==> config.mk <==
export PLATFORM = sky130hd
export DESIGN_NAME = fetch_addr_gen
export DESIGN_NICKNAME = d
export VERILOG_FILES = /design/src/rtl/fag_pkg.sv /design/src/rtl/fag_rst_sync.sv /design/src/rtl/fag_stack.sv /design/src/rtl/fag_next.sv /design/src/rtl/fetch_addr_gen.sv
export SDC_FILE = /design/constraint.sdc
export NUM_CORES = 1
export LEC_CHECK = 0
export ABC_AREA = 1
export ABC_CLOCK_PERIOD_IN_PS = 1000
export BUFFER_PORTS_ARGS = -buffer_cell sky130_fd_sc_hd__buf_2
export CORE_MARGIN = 1
export CORE_UTILIZATION = 60
export DETAILED_ROUTE_END_ITERATION = 10
export GPL_ROUTABILITY_DRIVEN = 0
export PLACE_DENSITY = 0.79
export SYNTH_ARGS = -nofsm -noshare
export SYNTH_HDL_FRONTEND = slang
export SYNTH_SLANG_ARGS = --single-unit
==> constraint.sdc <==
create_clock -name clk -period 1 [get_ports clk]
set_input_delay 0.1 -clock clk [delete_from_list [all_inputs] [get_ports clk]]
set_output_delay 0.1 -clock clk [all_outputs]
set_load 0.005 [all_outputs]
==> src/rtl/fag_pkg.sv <==
package fag_pkg;
  typedef enum logic [2:0] {
    OP_HOLD = 3'd0,
    OP_STEP = 3'd1,
    OP_JUMP = 3'd2,
    OP_CALL = 3'd3,
    OP_RET  = 3'd4,
    OP_RETI = 3'd5,
    OP_IRQ  = 3'd6,
    OP_SRST = 3'd7
  } fag_op_e;
endpackage

==> src/rtl/fag_rst_sync.sv <==
module fag_rst_sync #(
  parameter int STAGES = 2
) (
  input  logic clk,
  input  logic arst_n,
  output logic srst_n
);
  logic [STAGES-1:0] chain_q;

  always_ff @(posedge clk or negedge arst_n) begin
    if (!arst_n) chain_q <= '0;
    else         chain_q <= {chain_q[STAGES-2:0], 1'b1};
  end

  assign srst_n = chain_q[STAGES-1];
endmodule

==> src/rtl/fag_stack.sv <==
module fag_stack #(
  parameter int DEPTH = 8,
  parameter int AW    = 12
) (
  input  logic          clk,
  input  logic          rst_n,
  input  logic          clr,
  input  logic          push,
  input  logic          pop,
  input  logic [AW-1:0] push_data,
  output logic [AW-1:0] top_data,
  output logic          empty,
  output logic          full
);
  localparam int PW = $clog2(DEPTH);
  localparam int CW = $clog2(DEPTH + 1);

  logic [AW-1:0] mem [DEPTH];
  logic [PW-1:0] wp_q, wp_d;
  logic [CW-1:0] cnt_q, cnt_d;
  logic          en;

  // Storage: one write enable per entry, no reset on data
  for (genvar i = 0; i < DEPTH; i++) begin : g_ent
    always_ff @(posedge clk) begin
      if (push && (wp_q == PW'(i))) mem[i] <= push_data;
    end
  end

  assign empty    = (cnt_q == '0);
  assign full     = (cnt_q == CW'(DEPTH));
  assign top_data = mem[wp_q - PW'(1)];

  always_comb begin
    wp_d  = wp_q;
    cnt_d = cnt_q;
    en    = 1'b0;
    if (clr) begin
      wp_d  = '0;
      cnt_d = '0;
      en    = 1'b1;
    end else if (push) begin
      wp_d  = wp_q + PW'(1);
      cnt_d = full ? cnt_q : cnt_q + CW'(1);
      en    = 1'b1;
    end else if (pop && !empty) begin
      wp_d  = wp_q - PW'(1);
      cnt_d = cnt_q - CW'(1);
      en    = 1'b1;
    end
  end

  always_ff @(posedge clk or negedge rst_n) begin
    if (!rst_n) begin
      wp_q  <= '0;
      cnt_q <= '0;
    end else if (en) begin
      wp_q  <= wp_d;
      cnt_q <= cnt_d;
    end
  end
endmodule

==> src/rtl/fag_next.sv <==
module fag_next
  import fag_pkg::*;
#(
  parameter int          AW      = 12,
  parameter int          LW      = 10,
  parameter logic [AW-1:0] RST_VEC = '0,
  parameter logic [AW-1:0] IRQ_VEC = 12'h008
) (
  input  fag_op_e          op,
  input  logic [AW-1:0]    pc,
  input  logic [AW-LW-1:0] page,
  input  logic [LW-1:0]    tgt,
  input  logic [AW-1:0]    top_data,
  input  logic             empty,
  input  logic             full,
  output logic [AW-1:0]    pc_nxt,
  output logic             pc_en,
  output logic             push,
  output logic             pop,
  output logic             clr,
  output logic [AW-1:0]    push_data,
  output logic             ovf_set,
  output logic             unf_set
);
  logic [AW-1:0] pc_inc;
  logic [AW-1:0] paged;

  assign pc_inc = pc + AW'(1);
  assign paged  = {page, tgt};

  always_comb begin
    pc_nxt    = pc;
    pc_en     = 1'b0;
    push      = 1'b0;
    pop       = 1'b0;
    clr       = 1'b0;
    push_data = pc_inc;
    unf_set   = 1'b0;
    unique case (op)
      OP_HOLD: ;
      OP_STEP: begin pc_nxt = pc_inc; pc_en = 1'b1; end
      OP_JUMP: begin pc_nxt = paged;  pc_en = 1'b1; end
      OP_CALL: begin
        pc_nxt = paged; pc_en = 1'b1; push = 1'b1; push_data = pc_inc;
      end
      OP_IRQ: begin
        pc_nxt = IRQ_VEC; pc_en = 1'b1; push = 1'b1; push_data = pc;
      end
      OP_RET, OP_RETI: begin
        if (empty) unf_set = 1'b1;
        else begin pc_nxt = top_data; pc_en = 1'b1; pop = 1'b1; end
      end
      OP_SRST: begin pc_nxt = RST_VEC; pc_en = 1'b1; clr = 1'b1; end
      default: ;
    endcase
  end

  assign ovf_set = push && full;
endmodule

==> src/rtl/fetch_addr_gen.sv <==
module fetch_addr_gen
  import fag_pkg::*;
#(
  parameter int AW    = 12,
  parameter int LW    = 10,
  parameter int DEPTH = 8
) (
  input  logic             clk,
  input  logic             rst_n,
  input  logic [2:0]       op_i,
  input  logic [LW-1:0]    tgt_i,
  input  logic [AW-LW-1:0] page_i,
  output logic [AW-1:0]    fetch_addr_o,
  output logic             ovf_o,
  output logic             unf_o
);
  localparam logic [AW-1:0] RST_VEC = '0;
  localparam logic [AW-1:0] IRQ_VEC = AW'(8);

  logic          rst_sync_n;
  fag_op_e       op;
  logic [AW-1:0] pc_q, pc_nxt, top_data, push_data;
  logic          pc_en, push, pop, clr, empty, full, ovf_set, unf_set;
  logic          ovf_q, unf_q;

  assign op = fag_op_e'(op_i);

  fag_rst_sync #(.STAGES(2)) u_rst (
    .clk(clk), .arst_n(rst_n), .srst_n(rst_sync_n)
  );

  fag_next #(.AW(AW), .LW(LW), .RST_VEC(RST_VEC), .IRQ_VEC(IRQ_VEC)) u_next (
    .op(op), .pc(pc_q), .page(page_i), .tgt(tgt_i),
    .top_data(top_data), .empty(empty), .full(full),
    .pc_nxt(pc_nxt), .pc_en(pc_en), .push(push), .pop(pop), .clr(clr),
    .push_data(push_data), .ovf_set(ovf_set), .unf_set(unf_set)
  );

  fag_stack #(.DEPTH(DEPTH), .AW(AW)) u_stack (
    .clk(clk), .rst_n(rst_sync_n), .clr(clr), .push(push), .pop(pop),
    .push_data(push_data), .top_data(top_data), .empty(empty), .full(full)
  );

  always_ff @(posedge clk or negedge rst_sync_n) begin
    if (!rst_sync_n)  pc_q <= RST_VEC;
    else if (pc_en)   pc_q <= pc_nxt;
  end

  always_ff @(posedge clk or negedge rst_sync_n) begin
    if (!rst_sync_n) begin
      ovf_q <= 1'b0;
      unf_q <= 1'b0;
    end else begin
      ovf_q <= ovf_set;
      unf_q <= unf_set;
    end
  end

  assign fetch_addr_o = pc_q;
  assign ovf_o        = ovf_q;
  assign unf_o        = unf_q;
endmodule

==> results of run 1 <==
per-layer routing:
layer | GRT overflow | GRT usage, %
met4 | 6 | 59.7
met1 | 1 | 64.2
met5 | 0 | 2.56
met2 | 3 | 87.1
met3 | 0 | 38.9
kinds of logic after synthesis:
kind of cell               share of synthesized area (%)
and+or+nand+nor                                     21.6
DFF                                                 62.2
AOI/OAI and AO/OA                                   7.11
buffers and inverters                               5.09
adders and majority gates                           2.25
xor gates and xnor gates                            1.26
muxes                                              0.405
other                                             0.0675
per-stage QoR:
step           worst slack, ps  utilization (%)  hold WS (ps)
3_3_place_gp              -617             76.9          -115
2_1_floorplan             -676                -          -196
4_1_cts                   -668             88.5          2.61
3_5_place_dp              -701             76.9          -110
what timing repair did:
action | 4_1_cts
gates resized for setup | 59
buffers inserted | 10
cloned | 3
endpoints found under the hold margin | 10
hold buffers | 10
pin swaps | 8
setup endpoints to repair | 226
==> impl_metrics.xml, run 1 <==
<?xml version="1.0" encoding="UTF-8"?>
<metrics>
  <group name="run_status">
    <metric name="run_status" unit="">aborted with a tool error</metric>
    <metric name="haltStage" unit="">global routing</metric>
    <metric name="error_that_ended_the_run" unit="">[ERROR GRT-0232] Routing congestion too high. Check the congestion heatmap in the GUI.</metric>
  </group>
  <group name="global_routing">
    <metric name="grt.total_usage" unit="%">62.8</metric>
    <metric name="grt_max_degree" unit="">49</metric>
    <metric name="grt_remaining_overflow" unit="">10</metric>
  </group>
  <group name="synthesis">
    <metric name="yosysSeqAreaShare" unit="%">62.2</metric>
    <metric name="number_of_synthesized_flops_with_an_enable_pin" unit="">96</metric>
    <metric name="synth_area_leaders" unit="">edfxtp_1 52%, dfrtp_1 10%, nand2_1 8.6%</metric>
    <metric name="synth_cell_type_count" unit="">26</metric>
    <metric name="netlist_area" unit="mm2">0.00556</metric>
    <metric name="yosys.cell_count.top_type" unit="">nand2_1</metric>
    <metric name="asyncSetResetFlopFracSynth" unit="%">19.3</metric>
    <metric name="syn_nets" unit="">605</metric>
    <metric name="cells_after_synthesis" unit="">578</metric>
    <metric name="yosys_warnings" unit="">0</metric>
    <metric name="synth_area_leader_cell" unit="">edfxtp_1</metric>
    <metric name="yosysTopAreaCellShare" unit="%">51.9</metric>
    <metric name="synth.cells.most_frequent" unit="">127 x nand2_1, 96 x edfxtp_1, 96 x nor2_1</metric>
    <metric name="synthFlopType" unit="">edfxtp_1</metric>
    <metric name="avgSynthCellArea" unit="um2">9.62</metric>
    <metric name="ys_ff_latch" unit="">119</metric>
  </group>
  <group name="cts">
    <metric name="h-tree-depth" unit="">4</metric>
    <metric name="max_clock_buf_depth" unit="">2</metric>
    <metric name="root_driver" unit="">clkbuf_8</metric>
    <metric name="cts_num_sinks" unit="">119</metric>
    <metric name="numCtsBuffers" unit="">17</metric>
  </group>
  <group name="placed_design">
    <metric name="numPortBuffers" unit="">30</metric>
    <metric name="place.detailed.instances" unit="">783</metric>
    <metric name="place_area" unit="mm2">0.00681</metric>
    <metric name="dp.final_hpwl" unit="um">9800</metric>
  </group>
  <group name="floorplanning">
    <metric name="io-pin-count" unit="">31</metric>
    <metric name="row_count" unit="">34</metric>
    <metric name="initial_core_util" unit="%">62.8</metric>
    <metric name="die_y_extent" unit="um">98.3</metric>
    <metric name="die_width" unit="um">98.3</metric>
  </group>
  <group name="sta">
    <metric name="endpoint_type" unit="">register data pin</metric>
    <metric name="globalroute.repair_timing.worst_endpoint" unit="">fetch_addr_o[4]$_DFFE_PN0P_/D</metric>
  </group>
</metrics>
==> run 2, diff against run 1 <==
--- a/config.mk
+++ b/config.mk
@@ -9,10 +9,10 @@
 export ABC_CLOCK_PERIOD_IN_PS = 1000
 export BUFFER_PORTS_ARGS = -buffer_cell sky130_fd_sc_hd__buf_2
 export CORE_MARGIN = 1
-export CORE_UTILIZATION = 60
+export CORE_UTILIZATION = 40
 export DETAILED_ROUTE_END_ITERATION = 10
 export GPL_ROUTABILITY_DRIVEN = 0
-export PLACE_DENSITY = 0.79
+export PLACE_DENSITY_LB_ADDON = 0.15
 export SYNTH_ARGS = -nofsm -noshare
 export SYNTH_HDL_FRONTEND = slang
 export SYNTH_SLANG_ARGS = --single-unit
==> impl_metrics.xml, run 2 <==
<?xml version="1.0" encoding="UTF-8"?>
<metrics>
  <group name="power">
    <metric name="pwr_density_cell" unit="mW/mm2">3250</metric>
    <metric name="ir_drop" unit="uV">2990</metric>
    <metric name="leakage" unit="nW">3.56</metric>
  </group>
  <group name="synthesis">
    <metric name="ys_ff_latch" unit="">119</metric>
    <metric name="yosysSeqAreaShare" unit="%">62.2</metric>
    <metric name="synthFlopType" unit="">edfxtp_1</metric>
    <metric name="syn_nets" unit="">605</metric>
    <metric name="yosysTopAreaCellShare" unit="%">51.9</metric>
    <metric name="synth_area_leaders" unit="">edfxtp_1 52%, dfrtp_1 10%, nand2_1 8.6%</metric>
    <metric name="netlist_area" unit="mm2">0.00556</metric>
    <metric name="cells_after_synthesis" unit="">578</metric>
    <metric name="number_of_synthesized_flops_with_an_enable_pin" unit="">96</metric>
    <metric name="synth_cell_type_count" unit="">26</metric>
    <metric name="synth.cells.most_frequent" unit="">127 x nand2_1, 96 x edfxtp_1, 96 x nor2_1</metric>
    <metric name="yosys_warnings" unit="">0</metric>
    <metric name="yosys.cell_count.top_type" unit="">nand2_1</metric>
    <metric name="asyncSetResetFlopFracSynth" unit="%">19.3</metric>
    <metric name="synth_area_leader_cell" unit="">edfxtp_1</metric>
    <metric name="avgSynthCellArea" unit="um2">9.62</metric>
  </group>
  <group name="hold_path">
    <metric name="hold_depth" unit="">5</metric>
    <metric name="hold_end" unit="">fetch_addr_o[3]$_DFFE_PN0P_</metric>
    <metric name="worst_min_delay_path_startpoint" unit="">tgt_i[3]</metric>
    <metric name="timing.hold.worst.class" unit="">input port to flop</metric>
  </group>
  <group name="sta">
    <metric name="rsz0062_at_grt" unit="">true</metric>
    <metric name="finalWorstPathRequiredPeriod" unit="ps">1740</metric>
    <metric name="final.hold.worst_slack" unit="ps">54.4</metric>
    <metric name="post-route-period-util" unit="%">174</metric>
    <metric name="report.final.hold_viol_count" unit="">0</metric>
    <metric name="setup-tns-final" unit="ps">-110170</metric>
    <metric name="max_freq" unit="MHz">575</metric>
    <metric name="timing.final.setup_violations" unit="">224</metric>
    <metric name="worst_slack" unit="ps">-740</metric>
    <metric name="max_slew_violation_total_from_the_final_report" unit="">0</metric>
    <metric name="skew" unit="ps">6.82</metric>
  </group>
  <group name="floorplanning">
    <metric name="placeable_core_region" unit="mm2">0.0134</metric>
    <metric name="die_y_extent" unit="um">120</metric>
    <metric name="die_width" unit="um">120</metric>
    <metric name="design.die.area" unit="mm2">0.0144</metric>
    <metric name="row_count" unit="">42</metric>
    <metric name="initial_core_util" unit="%">41.5</metric>
    <metric name="io-pin-count" unit="">31</metric>
  </group>
  <group name="global_routing">
    <metric name="grt_max_degree" unit="">32</metric>
    <metric name="grt.total_usage" unit="%">25.3</metric>
    <metric name="grt_antenna_before_repair" unit="">0</metric>
    <metric name="grt_remaining_overflow" unit="">0</metric>
    <metric name="grt_first_pass_wirelength" unit="um">26300</metric>
    <metric name="number_of_global_route_vias_before_repair" unit="">5031</metric>
  </group>
  <group name="run_status">
    <metric name="violations_in_the_final_reports" unit="">negative setup slack</metric>
    <metric name="run_status" unit="">finished with violations</metric>
  </group>
  <group name="finish">
    <metric name="multi_input_comb_area" unit="mm2">0.00244</metric>
    <metric name="seq_area" unit="mm2">0.00346</metric>
    <metric name="fill_cells" unit="">1052</metric>
    <metric name="largest_register_ffs" unit="">96</metric>
    <metric name="mostFrequentLayoutCells" unit="">110 x nand2_1, 96 x edfxtp_1, 80 x buf_4</metric>
    <metric name="top_register" unit="">u_stack.mem</metric>
    <metric name="area.growth.synth_to_final" unit="%">55.5</metric>
    <metric name="diodes" unit="">0</metric>
    <metric name="drive_gt1_share" unit="%">42.1</metric>
    <metric name="mostFrequentLayoutCell" unit="">nand2_1</metric>
    <metric name="fin_nets" unit="">774</metric>
    <metric name="design_area" unit="mm2">0.00864</metric>
  </group>
  <group name="cts">
    <metric name="cts_num_sinks" unit="">119</metric>
    <metric name="max_clock_buf_depth" unit="">2</metric>
    <metric name="clk_pin_slew_worst_paths" unit="ps">60</metric>
    <metric name="h-tree-depth" unit="">4</metric>
    <metric name="root_driver" unit="">clkbuf_16</metric>
    <metric name="numCtsBuffers" unit="">17</metric>
    <metric name="clock_latency" unit="ps">420</metric>
    <metric name="clock_tree_from_tritoncts" unit="">done</metric>
  </group>
  <group name="job">
    <metric name="max-cap-violations" unit="">0</metric>
  </group>
  <group name="setup_path">
    <metric name="critical_path_arrival" unit="ps">2080</metric>
    <metric name="timing.rr.end" unit="">fetch_addr_o[2]$_DFFE_PN0P_</metric>
    <metric name="rr_worst_depth" unit="">7</metric>
    <metric name="worstPathMaxFanout" unit="">7</metric>
    <metric name="reg2reg_slack" unit="ps">-740</metric>
    <metric name="crit_path_start_kind" unit="">flop</metric>
    <metric name="worstSetupPathType" unit="">flop to flop</metric>
    <metric name="r2r_start" unit="">u_stack.wp_q[0]$_DFFE_PN0P_</metric>
    <metric name="cp_data_required_time" unit="ps">1340</metric>
    <metric name="cp-startpoint" unit="">u_stack.wp_q[0]$_DFFE_PN0P_</metric>
    <metric name="timing.critical_path.to_type" unit="">flop</metric>
  </group>
  <group name="placed_design">
    <metric name="numPortBuffers" unit="">30</metric>
    <metric name="dp.final_hpwl" unit="um">11200</metric>
    <metric name="place_area" unit="mm2">0.00708</metric>
  </group>
  <group name="drt">
    <metric name="postRouteWirelength" unit="um">17500</metric>
    <metric name="post_route_ant_nets" unit="">0</metric>
    <metric name="dr_vias" unit="">4894</metric>
    <metric name="drt_first_iter_violations" unit="">369</metric>
    <metric name="detailedRoute.firstPassIterationCount" unit="">4</metric>
    <metric name="avgRoutedWirePerCell" unit="um">18.7</metric>
    <metric name="detail_route.vias_per_cell" unit="">5.23</metric>
    <metric name="drc_errors" unit="">0</metric>
  </group>
</metrics>
[run 2: cell counts after synthesis]
Identical to the previous run, type by type.
[run 2: layer usage]
layer	wire (um)	vias to the layer above	share of wire [%]	GRT usage, %
met5	0	-	0	0
met4	579	0	3.3	12.2
met2	9120	147	52	43.6
met1	6990	2405	40	29.8
met3	820	49	4.7	5.47
li1	-	2293	-	-
[run 2: layout make-up]
class | instances | area share, %
clock buffer | 18 | 4.97
clock inverter | 14 | 1.46
inverter | 49 | 2.52
multi-input combinational | 387 | 28.2
sequential | 119 | 40.1
tap | 176 | 2.55
timing repair buffer | 173 | 20.2
[run 2: power by group]
group	switching (mW)	leakage (nW)	internal [mW]	total [mW]
clock network	2.30	0.261	3.42	5.72
registers	0.542	1.15	6.72	7.26
logic	7.98	2.16	7.17	15.1
total	10.8	3.56	17.3	28.1
[run 2: timing repair]
item | CTS | global route
buffers inserted | 24 | 16
cloned | 3 | 2
hold endpoints to repair | 2 | 0
pin swaps | 43 | 53
hold buffers | 2 | 0
setup endpoints to repair | 225 | 227
resized for setup | 109 | 70
[run 2: how the worst max path moves through the flow]
stage | to | slack (ps)
5_1_grt | fetch_addr_o[3]$_DFFE_PN0P_ | -810
3_3_place_gp | fetch_addr_o[4]$_DFFE_PN0P_ | -690
3_5_place_dp | fetch_addr_o[4]$_DFFE_PN0P_ | -710
2_1_floorplan | fetch_addr_o[1]$_DFFE_PN0P_ | -680
4_1_cts | fetch_addr_o[4]$_DFFE_PN0P_ | -660
6_report | fetch_addr_o[2]$_DFFE_PN0P_ | -740
[run 2: cell families (layout without fill, tap and decap cells)]
kind of cell	count (synthesis)	in the layout	synth area share (%)
XOR/XNOR	8	8	1.26
multiplexers	2	2	0.405
buffers and inverters	72	254	5.09
AO/OA/AOI/OAI	74	74	7.11
AND/OR/NAND/NOR	292	292	21.6
other	1	1	0.0675
adder cells (fa/ha/maj)	10	10	2.25
flip-flops	119	119	62.2
[run 2: per-stage QoR]
| step | util [%] | power [mW] | setup slack [ps] | cells |
|---|---|---|---|---|
| floorplan | - | 13.5 | -676 | 578 |
| global placement | 52.8 | 18.4 | -692 | 869 |
| detailed placement | 52.8 | 18.6 | -706 | 869 |
| CTS | 62.0 | 26.7 | -657 | 925 |
| global route | 64.5 | 29.6 | -812 | 936 |
| finish | 64.5 | 28.1 | -740 | 936 |
[run 2: worst max-delay path, stage by stage (launching register included)]
cell	delay, ps
dfrtp_1	370
inv_2	70
ha_4	340
buf_8	160
o21ai_2	60
o211ai_1	300
nand3_1	190
a21oi_2	170
Note: power is estimated with default switching activity, not from simulation.
==> run 3, diff against run 2 <==
--- a/config.mk
+++ b/config.mk
@@ -5,7 +5,6 @@
 export SDC_FILE = /design/constraint.sdc
 export NUM_CORES = 1
 export LEC_CHECK = 0
-export ABC_AREA = 1
 export ABC_CLOCK_PERIOD_IN_PS = 1000
 export BUFFER_PORTS_ARGS = -buffer_cell sky130_fd_sc_hd__buf_2
 export CORE_MARGIN = 1
==> impl_metrics.xml, run 3 <==
<?xml version="1.0" encoding="UTF-8"?>
<metrics>
  <group name="run_status">
    <metric name="run_status" unit="">finished with violations</metric>
    <metric name="violations_in_the_final_reports" unit="">negative setup slack</metric>
  </group>
  <group name="placed_design">
    <metric name="dp.final_hpwl" unit="um">10500</metric>
    <metric name="numPortBuffers" unit="">30</metric>
  </group>
  <group name="floorplanning">
    <metric name="row_count" unit="">42</metric>
    <metric name="placeable_core_region" unit="mm2">0.0132</metric>
    <metric name="io-pin-count" unit="">31</metric>
    <metric name="die_y_extent" unit="um">118</metric>
    <metric name="die_width" unit="um">118</metric>
    <metric name="design.die.area" unit="mm2">0.0140</metric>
    <metric name="initial_core_util" unit="%">41.0</metric>
  </group>
  <group name="power">
    <metric name="total_power" unit="mW">25.2</metric>
    <metric name="leakage" unit="nW">3.18</metric>
    <metric name="pwr_density_cell" unit="mW/mm2">2990</metric>
    <metric name="ir_drop" unit="uV">1500</metric>
  </group>
  <group name="finish">
    <metric name="mostFrequentLayoutCells" unit="">96 x edfxtp_1, 74 x buf_4, 47 x buf_6</metric>
    <metric name="layout.core_utilization" unit="%">63.7</metric>
    <metric name="fin_nets" unit="">564</metric>
    <metric name="top_register" unit="">u_stack.mem</metric>
    <metric name="largest_register_ffs" unit="">96</metric>
    <metric name="drive_gt1_share" unit="%">56.2</metric>
    <metric name="area.growth.synth_to_final" unit="%">55.4</metric>
    <metric name="multi_input_comb_area" unit="mm2">0.00250</metric>
    <metric name="diodes" unit="">0</metric>
    <metric name="seq_area" unit="mm2">0.00347</metric>
    <metric name="mostFrequentLayoutCell" unit="">edfxtp_1</metric>
    <metric name="fill_cells" unit="">981</metric>
  </group>
  <group name="sta">
    <metric name="rsz0062_at_grt" unit="">true</metric>
    <metric name="max_slew_violation_total_from_the_final_report" unit="">0</metric>
    <metric name="post-route-period-util" unit="%">220</metric>
    <metric name="timing.final.setup_violations" unit="">225</metric>
    <metric name="skew" unit="ps">10.4</metric>
    <metric name="worst_slack" unit="ps">-1200</metric>
    <metric name="max_freq" unit="MHz">455</metric>
    <metric name="finalWorstPathRequiredPeriod" unit="ps">2200</metric>
    <metric name="report.final.hold_viol_count" unit="">0</metric>
  </group>
  <group name="drt">
    <metric name="postRouteWirelength" unit="um">16300</metric>
    <metric name="dr_vias" unit="">3943</metric>
    <metric name="drt_first_iter_violations" unit="">269</metric>
    <metric name="avgRoutedWirePerCell" unit="um">22.4</metric>
    <metric name="detailedRoute.firstPassIterationCount" unit="">5</metric>
    <metric name="post_route_ant_nets" unit="">0</metric>
    <metric name="drc_errors" unit="">0</metric>
    <metric name="detail_route.vias_per_cell" unit="">5.43</metric>
  </group>
  <group name="synthesis">
    <metric name="synthFlopType" unit="">edfxtp_1</metric>
    <metric name="synth_cell_type_count" unit="">54</metric>
    <metric name="post_synth_fa_ha_maj_area_fraction" unit="%">2.51</metric>
    <metric name="yosys_warnings" unit="">0</metric>
    <metric name="number_of_synthesized_flops_with_an_enable_pin" unit="">96</metric>
    <metric name="yosys.cell_count.top_type" unit="">edfxtp_1</metric>
    <metric name="ys_ff_latch" unit="">119</metric>
    <metric name="avgSynthCellArea" unit="um2">14.6</metric>
    <metric name="yosysSeqAreaShare" unit="%">63.7</metric>
    <metric name="xor_xnor_share_of_the_synthesized_area" unit="%">3.57</metric>
    <metric name="yosys.area_share.simple" unit="%">8.62</metric>
    <metric name="cells_after_synthesis" unit="">372</metric>
    <metric name="synth-compound-area-share" unit="%">7.86</metric>
    <metric name="netlist_area" unit="mm2">0.00543</metric>
    <metric name="dominant_combinational_cell_family_by_area_after_synthesis" unit="">multiplexers</metric>
    <metric name="synth_area_leader_cell" unit="">edfxtp_1</metric>
    <metric name="asyncSetResetFlopFracSynth" unit="%">19.3</metric>
    <metric name="synth.area.mux_share" unit="%">11.2</metric>
    <metric name="syn_nets" unit="">399</metric>
    <metric name="synth.cells.most_frequent" unit="">96 x edfxtp_1, 30 x nand2_1, 23 x dfrtp_1</metric>
    <metric name="synth_area_leaders" unit="">edfxtp_1 53%, dfrtp_1 11%, mux4_2 6.2%</metric>
    <metric name="yosysTopAreaCellShare" unit="%">53.1</metric>
  </group>
  <group name="job">
    <metric name="max-cap-violations" unit="">0</metric>
  </group>
  <group name="global_routing">
    <metric name="grt_max_degree" unit="">22</metric>
    <metric name="top_usage_layer" unit="">met2</metric>
    <metric name="use_met3" unit="%">6.03</metric>
    <metric name="grt_first_pass_wirelength" unit="um">24800</metric>
    <metric name="grt_remaining_overflow" unit="">0</metric>
    <metric name="gr-usage-met2" unit="%">39.3</metric>
    <metric name="grt.total_usage" unit="%">24.9</metric>
    <metric name="number_of_global_route_vias_before_repair" unit="">4070</metric>
    <metric name="grt_antenna_before_repair" unit="">0</metric>
    <metric name="global_route.usage.met1" unit="%">33.1</metric>
  </group>
  <group name="cts">
    <metric name="root_driver" unit="">clkbuf_16</metric>
    <metric name="numCtsBuffers" unit="">17</metric>
    <metric name="h-tree-depth" unit="">4</metric>
    <metric name="max_clock_buf_depth" unit="">2</metric>
    <metric name="clock_latency" unit="ps">420</metric>
    <metric name="clock_tree_from_tritoncts" unit="">done</metric>
    <metric name="clk_pin_slew_worst_paths" unit="ps">60</metric>
    <metric name="cts_num_sinks" unit="">119</metric>
  </group>
  <group name="setup_path">
    <metric name="critical_path_arrival" unit="ps">2480</metric>
    <metric name="cpMaxStageDelayCell" unit="">mux4_2</metric>
    <metric name="timing.critical_path.to_type" unit="">flop</metric>
    <metric name="crit_path_start_kind" unit="">flop</metric>
    <metric name="worstSetupPathType" unit="">flop to flop</metric>
    <metric name="cp_data_required_time" unit="ps">1290</metric>
    <metric name="cpPeakStageDelay" unit="ps">510</metric>
    <metric name="crit_chain" unit="">inv_8 &gt; ha_4 &gt; xor2_4 &gt; buf_12 &gt; buf_4 &gt; mux4_2 &gt; a311oi_2 &gt; o21ai_1</metric>
    <metric name="worstPathMaxFanout" unit="">13</metric>
  </group>
  <group name="hold_path">
    <metric name="timing.hold.worst.class" unit="">input port to flop</metric>
  </group>
</metrics>
[run 3: changes by cell type after synthesis, sizes merged, moves of 13 or more]
cell,previous run,this run
mux4,0,22
nor2,98,19
nand2,129,30
o21ai,58,17
inv,49,10
xnor2,1,14
nand3,51,6
[run 3: kinds of logic after synthesis]
logic type | count (synthesis)
compound gates | 65
fa+ha+maj | 11
buf+inv | 31
other cells | 1
flops | 119
simple gates | 95
mux | 30
xor+xnor | 20
[run 3: power by group]
part	switching, mW	total [mW]	internal (mW)
logic	5.44	12.0	6.57
clock network	2.13	6.02	3.89
registers	0.552	7.18	6.63
[run 3: repair_timing]
action | CTS | global route
gates resized for setup | 87 | 45
cloned | 4 | 0
hold endpoints to repair | 5 | 0
setup buffers | 25 | 11
hold buffers | 5 | 0
pin swaps | 39 | 18
endpoints found under the setup margin | 226 | 227
[run 3: path summary, 6_finish.rpt]
check | slack [ps] | cells after the start | from | end
max reg2reg | -1200 | 8 | u_stack.wp_q[0]$_DFFE_PN0P_ | fetch_addr_o[7]$_DFFE_PN0P_
max | -1200 | 8 | u_stack.wp_q[0]$_DFFE_PN0P_ | fetch_addr_o[7]$_DFFE_PN0P_
min reg2reg | 240 | 1 | u_rst.chain_q[1]$_DFF_PN0_ | fetch_addr_o[5]$_DFFE_PN0P_
min in group asynchronous | 240 | 1 | u_rst.chain_q[1]$_DFF_PN0_ | fetch_addr_o[5]$_DFFE_PN0P_
min | 20 | 4 | tgt_i[5] | fetch_addr_o[5]$_DFFE_PN0P_
max in group asynchronous | 340 | 3 | rst_n | u_rst.chain_q[0]$_DFF_PN0_
[run 3: per-layer routing]
metal / vias up / wire length, um
met1: 2004 / 6890
met2: 144 / 7930
met3: 23 / 1050
li1: 1772 / -
met5: - / 0
met4: 0 / 394
[run 3: cell type report]
cell class                      instances  area share [%]
Clock buffer                           19            5.13
Clock inverter                         13            1.85
Inverter                               10           0.682
Multi-Input combinational cell        225            29.7
Sequential cell                       119            41.1
Tap cell                              176            2.61
Timing Repair Buffer                  164            18.9
[run 3: through the flow]
step | setup WS [ps] | TNS (ps) | instances | instance area (um2) | hold slack (ps)
finish | -1200 | -127360 | 726 | 8430 | 22.7
global route | -1250 | -135610 | 726 | 8430 | 44.0
CTS | -1160 | -121500 | 721 | 8220 | 4.24
detailed placement | -1190 | -140960 | 660 | 6910 | -113
global placement | -1150 | -137000 | 660 | 6910 | -115
floorplan | -1510 | -90830 | 372 | 5880 | -196
[run 3: worst max-delay path: cells and delay by family, from the launching register on]
kind | cells | cell delay (ps)
XOR/XNOR | 1 | 180
flip-flops | 1 | 450
buffers and inverters | 3 | 410
adder cells (fa/ha/maj) | 1 | 150
AO/OA/AOI/OAI | 2 | 370
multiplexers | 1 | 510
